--- src/rtl/irq_nest_ctrl.sv ---
module irq_nest_ctrl #(
  parameter int NSRC = 13,
  parameter int IW   = 4
) (
  input  logic            clk,
  input  logic            rst_n,
  input  logic            cfg_we,
  input  logic [2:0]      cfg_addr,
  input  logic [NSRC-1:0] cfg_wdata,
  input  logic [NSRC-1:2] src_req,
  input  logic [1:0]      ext_n,
  input  logic            boundary,
  input  logic            reti,
  input  logic            core_asleep,
  output logic            take,
  output logic [IW-1:0]   take_idx,
  output logic [3:0]      active_mask,
  output logic            wake
);
  logic [NSRC-1:0] en_q, plo_q, phi_q;
  logic            gen_q;
  logic [1:0]      mode_q, s1_q, s2_q, eflag_q;
  logic [3:0]      act_q, act_next;
  logic            take_q;
  logic [IW-1:0]   idx_q;

  wire [1:0]      ext_req = (mode_q & eflag_q) | (~mode_q & ~s1_q);
  wire [NSRC-1:0] pend    = {src_req, ext_req} & en_q & {NSRC{gen_q}};

  logic       cur_valid;
  logic [1:0] cur_lvl;
  assign cur_valid = |act_q;
  assign cur_lvl   = act_q[3] ? 2'd3 : act_q[2] ? 2'd2 : act_q[1] ? 2'd1 : 2'd0;

  logic          found;
  logic [IW-1:0] best_idx;
  logic [1:0]    best_lvl, lv;
  always_comb begin
    found = 1'b0;
    best_idx = '0;
    best_lvl = '0;
    lv = '0;
    for (int i = 0; i < NSRC; i++) begin
      lv = {phi_q[i], plo_q[i]};
      if (pend[i] && (!cur_valid || lv > cur_lvl) && (!found || lv > best_lvl)) begin
        found = 1'b1;
        best_idx = IW'(i);
        best_lvl = lv;
      end
    end
  end

  wire grant = boundary & found;

  always_comb begin
    act_next = act_q;
    if (reti && cur_valid) act_next[cur_lvl] = 1'b0;
    if (grant) act_next[best_lvl] = 1'b1;
  end

  always_ff @(posedge clk or negedge rst_n) begin
    if (!rst_n) begin
      en_q <= '0; plo_q <= '0; phi_q <= '0; gen_q <= 1'b0; mode_q <= '0;
      s1_q <= 2'b11; s2_q <= 2'b11; eflag_q <= '0;
      act_q <= '0; take_q <= 1'b0; idx_q <= '0;
    end else begin
      if (cfg_we) begin
        case (cfg_addr)
          3'd0: en_q <= cfg_wdata;
          3'd1: gen_q <= cfg_wdata[0];
          3'd2: plo_q <= cfg_wdata;
          3'd3: phi_q <= cfg_wdata;
          3'd4: mode_q <= cfg_wdata[1:0];
          default: ;
        endcase
      end
      s1_q <= ext_n;
      s2_q <= s1_q;
      for (int j = 0; j < 2; j++) begin
        if (grant && best_idx == IW'(j)) eflag_q[j] <= 1'b0;
        if (s2_q[j] && !s1_q[j]) eflag_q[j] <= 1'b1;
      end
      take_q <= grant;
      if (grant) idx_q <= best_idx;
      act_q <= act_next;
    end
  end

  assign take        = take_q;
  assign take_idx    = idx_q;
  assign active_mask = act_q;
  assign wake        = core_asleep & |(ext_req & en_q[1:0]);
endmodule

--- config.mk ---
export PLATFORM = sky130hd
export DESIGN_NAME = irq_nest_ctrl
export DESIGN_NICKNAME = d
export VERILOG_FILES = /design/src/rtl/irq_nest_ctrl.sv
export SDC_FILE = /design/constraint.sdc
export NUM_CORES = 1
export LEC_CHECK = 0
export ABC_CLOCK_PERIOD_IN_PS = 41100
export BUFFER_PORTS_ARGS = -buffer_cell sky130_fd_sc_hd__buf_2
export CAP_MARGIN = 15
export CORE_MARGIN = 2
export CORE_UTILIZATION = 45
export CTS_CLUSTER_SIZE = 16
export DETAILED_ROUTE_END_ITERATION = 16
export PLACE_DENSITY = 0.62
export SKIP_CTS_REPAIR_TIMING = 1
export SYNTH_ARGS = -nofsm -noshare
export SYNTH_HDL_FRONTEND = slang
export SYNTH_SLANG_ARGS = --single-unit
--- constraint.sdc ---
create_clock -name clk -period 41.1 [get_ports clk]
set_input_delay 8.22 -clock clk [delete_from_list [all_inputs] [get_ports clk]]
set_output_delay 8.22 -clock clk [all_outputs]
set_load 0.01 [all_outputs]
==> metrics.txt, run 1 <==
outcome finished clean; post-route minimum period 22540 ps; Worst EP arrival roughly 23000 ps; die area 0.0103 mm2; RSZ-0062 raised after global routing false; placed cell area 0.00463 mm2; Synthesized Nets 539; Max Cap Viol 0; post-synthesis cell area 0.00426 mm2; RD Place Congestion 0.833; Avg WL per Cell 16.7 um; power per cell area 71.9 mW/mm2; crit path capture type register; initial antenna violation count 0; headroom to the max-slew limit 0.403; YS warnings 0; H-tree depth 3; final period utilization 0.548; aggregate global routing overflow 0; reg2reg setup slack 23170 ps; sequential element share of the synthesized area 0.336; DRC 0; row cnt 35; largest net degree at the start of global routing 58; DRT antenna net count 0; CP Launch Point src_req[2]; clock slew at reported path FFs 70 ps; reg2reg start active_mask[2]; vias in the first global route roughly 3600; clk sinks between 50 and 60; startpoint types input pin; Initial DRC Count 153; number of synthesized flops with an enable pin 0; Fin Setup TNS 0 ps; Cells after DPL 613; highest-count cells in the layout ignoring fill and taps nand2_1 (55), dfrtp_1 (53), ha_1 (44), buf_2 (44), o21ai_0 (42); Req. time, crit path 41340 ps; critical setup path kind input pin to register; Lkg Pwr 2.27 nW; Slew @ Worst Pin 893 ps; Clk Latency, worst-skew pair between 300 and 400 ps; CTS max path bufs 2; DP HPWL 7.51 mm; Post-Route WL about 10 mm; syn avg cell area 9.25 um2; Final Setup Violations 0; critical path's largest stage delay approximately 560 ps; post-synthesis cell count 460; Hold Crit Class register to register; Levels on crit path 69; drt pass-1 iters 4; GR Layer Usage met1 0.302; Top Ports 45; global-route wire length before repair between 15 and 20 mm; starting density of the core 0.463; #FFs+latches synth 57; Final nets 592; Num CTS Buffers 9; worst r2r dst active_mask[2]; GRT Overall Usage 0.223; GR peak layer met2; FMAX roughly 44 MHz; crit path max fanout 9; Crit path buffers/inverters 2; CP endpoint active_mask[2]; Hold Path Stages 0; die height 101 um; Cell variety after synth 70; CTS Root Cell clkbuf_8; GRT met2 Usage 0.365; via count 3600; via/cell ratio 5.72; cell family with most CP delay compound AO/OA/AOI/OAI gates; Max VDD drop roughly 0.000024 V; Area growth syn-to-layout 13.3%; CTS tree done; share of cells above drive strength 1 0.243; Final Instance Area 0.00482 mm2; Buffers on Ports 44; Filler Cell Count 871; CP max stage cell o311ai_1; post-synthesis async set-or-reset flop share 1.00; Reg2Reg Depth 83; clk_skew 9.38 ps; most used flip-flop cell after synthesis dfrtp_1; met3 Use GR 0.0297; count of final max-slew check failures 0; die span in x 101 um; final hold vios 0; Hold Slack about 380 ps; number of diodes 0; most common cell after layout, fill and taps aside nand2_1; core footprint 0.00920 mm2; most frequent CP cell ha_1; non-filler instance count after layout about 630
==> through the flow <==
stage,setup WS [ps],total power [mW],util
6_report,18560,0.347,0.525
2_1_floorplan,20330,0.242,-
3_3_place_gp,18730,0.287,0.504
5_1_grt,17360,0.385,0.525
3_5_place_dp,18460,0.293,0.504
4_1_cts,18740,0.349,0.525
==> layout make-up <==
class                   count  area [um2]  share of cell area
clock inverters             7        70.1              0.0145
repair buffers             50         265              0.0550
clock buffers               9         124              0.0257
flip-flops and latches     57        1430               0.297
multi-input cells         370        2700               0.560
inverters                  25        93.8              0.0195
well taps                 111         139              0.0288
==> metal layers <==
layer	vias to the layer above	share of wire	routed length, um
met5	-	0	0
li1	1804	-	-
met4	0	0.011	112
met1	1715	0.48	5010
met2	73	0.47	4910
met3	8	0.042	445
==> logic make-up (layout without fill, tap and decap cells) <==
family | count (synthesis) | after routing | share of synthesized area
and+or+nand+nor | 152 | 152 | 0.172
AOI/OAI and AO/OA | 141 | 141 | 0.244
DFF | 57 | 57 | 0.336
adders and majority gates | 45 | 45 | 0.132
buffers and inverters | 33 | 91 | 0.0303
muxes | 32 | 32 | 0.0855
==> worst min-delay path by stage <==
stage,start,slack [ps],endpoint
floorplan,s1_q[1],360,s2_q[1]
global placement,s1_q[1],370,s2_q[1]
detailed placement,s1_q[1],370,s2_q[1]
CTS,s1_q[1],380,s2_q[1]
global route,s1_q[1],390,s2_q[1]
finish,s1_q[1],380,s2_q[1]
==> sequential cells by signal, indices dropped and copies added (netlist names) <==
name	cells
en_q	13
phi_q	13
plo_q	13
active_mask	4
take_idx	4
eflag_q	2
mode_q	2
s1_q	2
s2_q	2
gen_q	1
take	1
==> Yosys cell counts (2+ instances only) <==
| cell type | instances | share of area |
|---|---|---|
| nand2_1 | 55 | 0.049 |
| dfrtp_1 | 53 | 0.31 |
| ha_1 | 44 | 0.13 |
| o21ai_0 | 42 | 0.049 |
| mux2_2 | 31 | 0.082 |
| nor2_1 | 29 | 0.026 |
| inv_1 | 22 | 0.019 |
| nor2b_1 | 20 | 0.029 |
| a21oi_1 | 19 | 0.022 |
| nand3_1 | 17 | 0.020 |
| a21o_1 | 7 | 0.012 |
| nor3_1 | 6 | 0.0071 |
| o31ai_1 | 6 | 0.011 |
| a211o_1 | 5 | 0.010 |
| and2_1 | 5 | 0.0073 |
| a211oi_1 | 4 | 0.0071 |
| a21boi_0 | 4 | 0.0071 |
| buf_2 | 4 | 0.0047 |
| dfstp_2 | 4 | 0.025 |
| o211a_1 | 4 | 0.0094 |
| o21ai_1 | 4 | 0.0047 |
| a22o_1 | 3 | 0.0062 |
| a31oi_1 | 3 | 0.0044 |
| and3_1 | 3 | 0.0044 |
| clkbuf_1 | 3 | 0.0026 |
| inv_2 | 3 | 0.0026 |
| o211ai_1 | 3 | 0.0053 |
| o21a_1 | 3 | 0.0053 |
| o32ai_1 | 3 | 0.0062 |
| or2_1 | 3 | 0.0044 |
| a211oi_2 | 2 | 0.0059 |
| a21oi_2 | 2 | 0.0041 |
| a2bb2oi_1 | 2 | 0.0041 |
| and2b_1 | 2 | 0.0035 |
| nand2b_1 | 2 | 0.0029 |
| o2111a_1 | 2 | 0.0053 |
| o31a_1 | 2 | 0.0041 |
| o31ai_2 | 2 | 0.0059 |
==> worst register-to-register path: cells and delay by family (launching register included) <==
kind	cells	cell delay (ps)
DFF	1	420
buffers and inverters	3	210
AOI/OAI and AO/OA	45	10920
muxes	1	370
adders and majority gates	14	3970
and+or+nand+nor	20	1940
==> report_power, final <==
| group | switching [mW] | internal, mW |
|---|---|---|
| Clock | 0.0254 | 0.0279 |
| Sequential | 0.0110 | 0.0695 |
| Combinational | 0.125 | 0.0879 |
Power figures use the tool's default switching activity.
==> inputs of run 2 (changes only) <==
- ABC_CLOCK_PERIOD_IN_PS: 41100 -> 23700
- clock period: 41.1 -> 23.7 ns (I/O delays scaled with it)
==> run 2 against run 1 <==
Against the previous run: die area stayed put; setup slack worse by 14000 ps; clock power rose by 75%; sequential power is 74% higher; cell area about the same; cell count is the same; total power rose by 75%; worst hold slack worse by 3.0 ps; sequential share of layout area about the same; sequential cell count did not move; utilization is essentially flat; critical path depth fell by 1; critical path type unchanged; critical endpoint unchanged.
==> metrics.txt, run 2 (synthesis results as in run 1) <==
outcome finished clean; row cnt 35 (unchanged); power per cell area 126 mW/mm2 (+75%); number of diodes 0 (unchanged); Sw Pwr 0.282 mW (+75%); clk_skew 15.5 ps (+6.16 ps); Logic pwr share 0.614 (about the same); Lkg Pwr 2.26 nW (-0.18%); core footprint 0.00920 mm2 (unchanged); DP HPWL 7.75 mm (+3.2%); Fin Setup TNS 0 ps (unchanged); via/cell ratio 5.80 (+1.3%); RD Place Congestion 0.887 (+6.5%); global-route wire length before repair 17.6 mm (about the same); CTS max path bufs 2 (unchanged); highest-count cells in the layout ignoring fill and taps nand2_1 (55), dfrtp_1 (53), ha_1 (44), buf_2 (44), o21ai_0 (42); starting density of the core 0.463 (unchanged); final period utilization 0.807; clk sinks 57 (unchanged); aggregate global routing overflow 0 (unchanged); DRC 0 (unchanged); internal power 0.324 mW (+75%); FF/Latch Area 0.00143 mm2 (unchanged); Buffers on Ports 44 (unchanged); die span in x 101 um (unchanged); GRT met2 Usage 0.362 (-0.00357); post-route minimum period 19130 ps; switching share of total power 0.466 (about the same); Filler Cell Count 891 (+2.3%); crit path capture type register; Reg2Reg Depth 82 (-1.2%); non-filler instance count after layout 629 (unchanged); Avg WL per Cell 17.0 um (+2.2%); Max Cap Viol 0 (unchanged); H-tree depth 3 (unchanged); met3 Use GR 0.0435 (+0.0138); die height 101 um (unchanged); Num CTS Buffers 9 (unchanged); initial antenna violation count 0 (unchanged); Slew @ Worst Pin 915 ps (+21.6 ps); Hold Path Stages 0 (unchanged); biggest regs en_q (13), phi_q (13), plo_q (13); Area growth syn-to-layout 13.4% (about the same); critical path's largest stage delay 590 ps (+30 ps); CP max stage cell a211oi_1; largest net degree at the start of global routing 58 (unchanged); Initial DRC Count 180 (+18%); count of final max-slew check failures 0 (unchanged); startpoint types input pin; GR Layer Usage met1 0.305 (+0.00268); vias in the first global route 3570 (-0.50%); CTS Root Cell clkbuf_8; clock slew at reported path FFs 80 ps (about the same); Clk Latency, worst-skew pair 340 ps (about the same); Max VDD drop 0.0000446 V (+85%); Final nets 592 (unchanged); final setup margin 4570 ps (-14000 ps); headroom to the max-slew limit 0.388 (-0.0145); DRT antenna net count 0 (unchanged); GRT Overall Usage 0.223 (-0.000306); Cells after DPL 613 (unchanged); most common cell after layout, fill and taps aside nand2_1; area of the multi-input gates 0.00270 mm2 (unchanged); FMAX roughly 52 MHz; crit path max fanout 9 (unchanged); Hold Crit Class register to register; Post-Route WL 10.7 mm (+2.2%); RSZ-0062 raised after global routing false; most frequent CP cell ha_1; GR peak layer met2; final hold vios 0 (unchanged); share of cells above drive strength 1 0.241 (-0.00193); drt pass-1 iters 5 (+1); Seq pwr share 0.232 (about the same); Req. time, crit path 23930 ps (-17410 ps); Top Ports 45 (unchanged); die area 0.0103 mm2 (unchanged); via count 3646 (+1.3%); pre-CTS setup slack 4590 ps (-13870 ps); Final Setup Violations 0 (unchanged); Clk pwr share 0.154 (about the same); Worst EP arrival 19360 ps (-3420 ps); critical setup path kind input pin to register; CTS tree done
-- run 2: cell count changes in the layout (fill, tap and decap cells not counted) --
cell | before | now
clkinv_4 | 1 | 0
clkinvlp_4 | 1 | 2
clkbuf_8 | 9 | 10
inv_6 | 1 | 0
clkinv_2 | 3 | 2
clkbuf_1 | 0 | 1
-- run 2: power by group through the flow --
stage,registers (mW),clock network (mW),logic [mW]
2_1_floorplan,0.139,0,0.281
6_report,0.140,0.0934,0.373
4_1_cts,0.140,0.0953,0.371
3_3_place_gp,0.141,0,0.355
5_1_grt,0.144,0.100,0.420
3_5_place_dp,0.142,0,0.369
-- run 2: layout make-up --
cell class | instances | area share
Tap cell | 111 | 0.0288
Inverter | 25 | 0.0194
Sequential cell | 57 | 0.297
Clock inverter | 5 | 0.0114
Multi-Input combinational cell | 370 | 0.560
Timing Repair Buffer | 50 | 0.0550
Clock buffer | 11 | 0.0293
-- run 2: worst paths after layout --
check	from	end	slack, ps
hold reg to reg	s1_q[1]	s2_q[1]	370
max in group asynchronous	rst_n	plo_q[4]	18630
min in group asynchronous	rst_n	en_q[6]	4550
hold / removal	s1_q[1]	s2_q[1]	370
setup / recovery	src_req[2]	active_mask[2]	4570
setup reg to reg	active_mask[2]	active_mask[2]	5670
-- run 2: critical path: cells and delay by family --
family                     cells  cell delay [ps]
AOI/OAI and AO/OA             37             9220
adders and majority gates     11             3040
buffers and inverters          3              270
muxes                          1              360
and+or+nand+nor               16             1690
-- run 2: stage by stage --
stage | utilization | hold slack, ps | power (mW) | cell area, um2
3_5_place_dp | 0.504 | 369 | 0.511 | 4630
5_1_grt | 0.525 | 376 | 0.665 | 4830
6_report | 0.525 | 373 | 0.607 | 4830
3_3_place_gp | 0.504 | 370 | 0.497 | 4630
4_1_cts | 0.525 | 371 | 0.607 | 4830
2_1_floorplan | - | 357 | 0.419 | 4260
-- run 2: routing by layer --
layer	routed length [um]	vias to the layer above
li1	-	1801
met1	5050	1734
met2	5080	102
met4	112	0
met3	474	9
met5	0	-
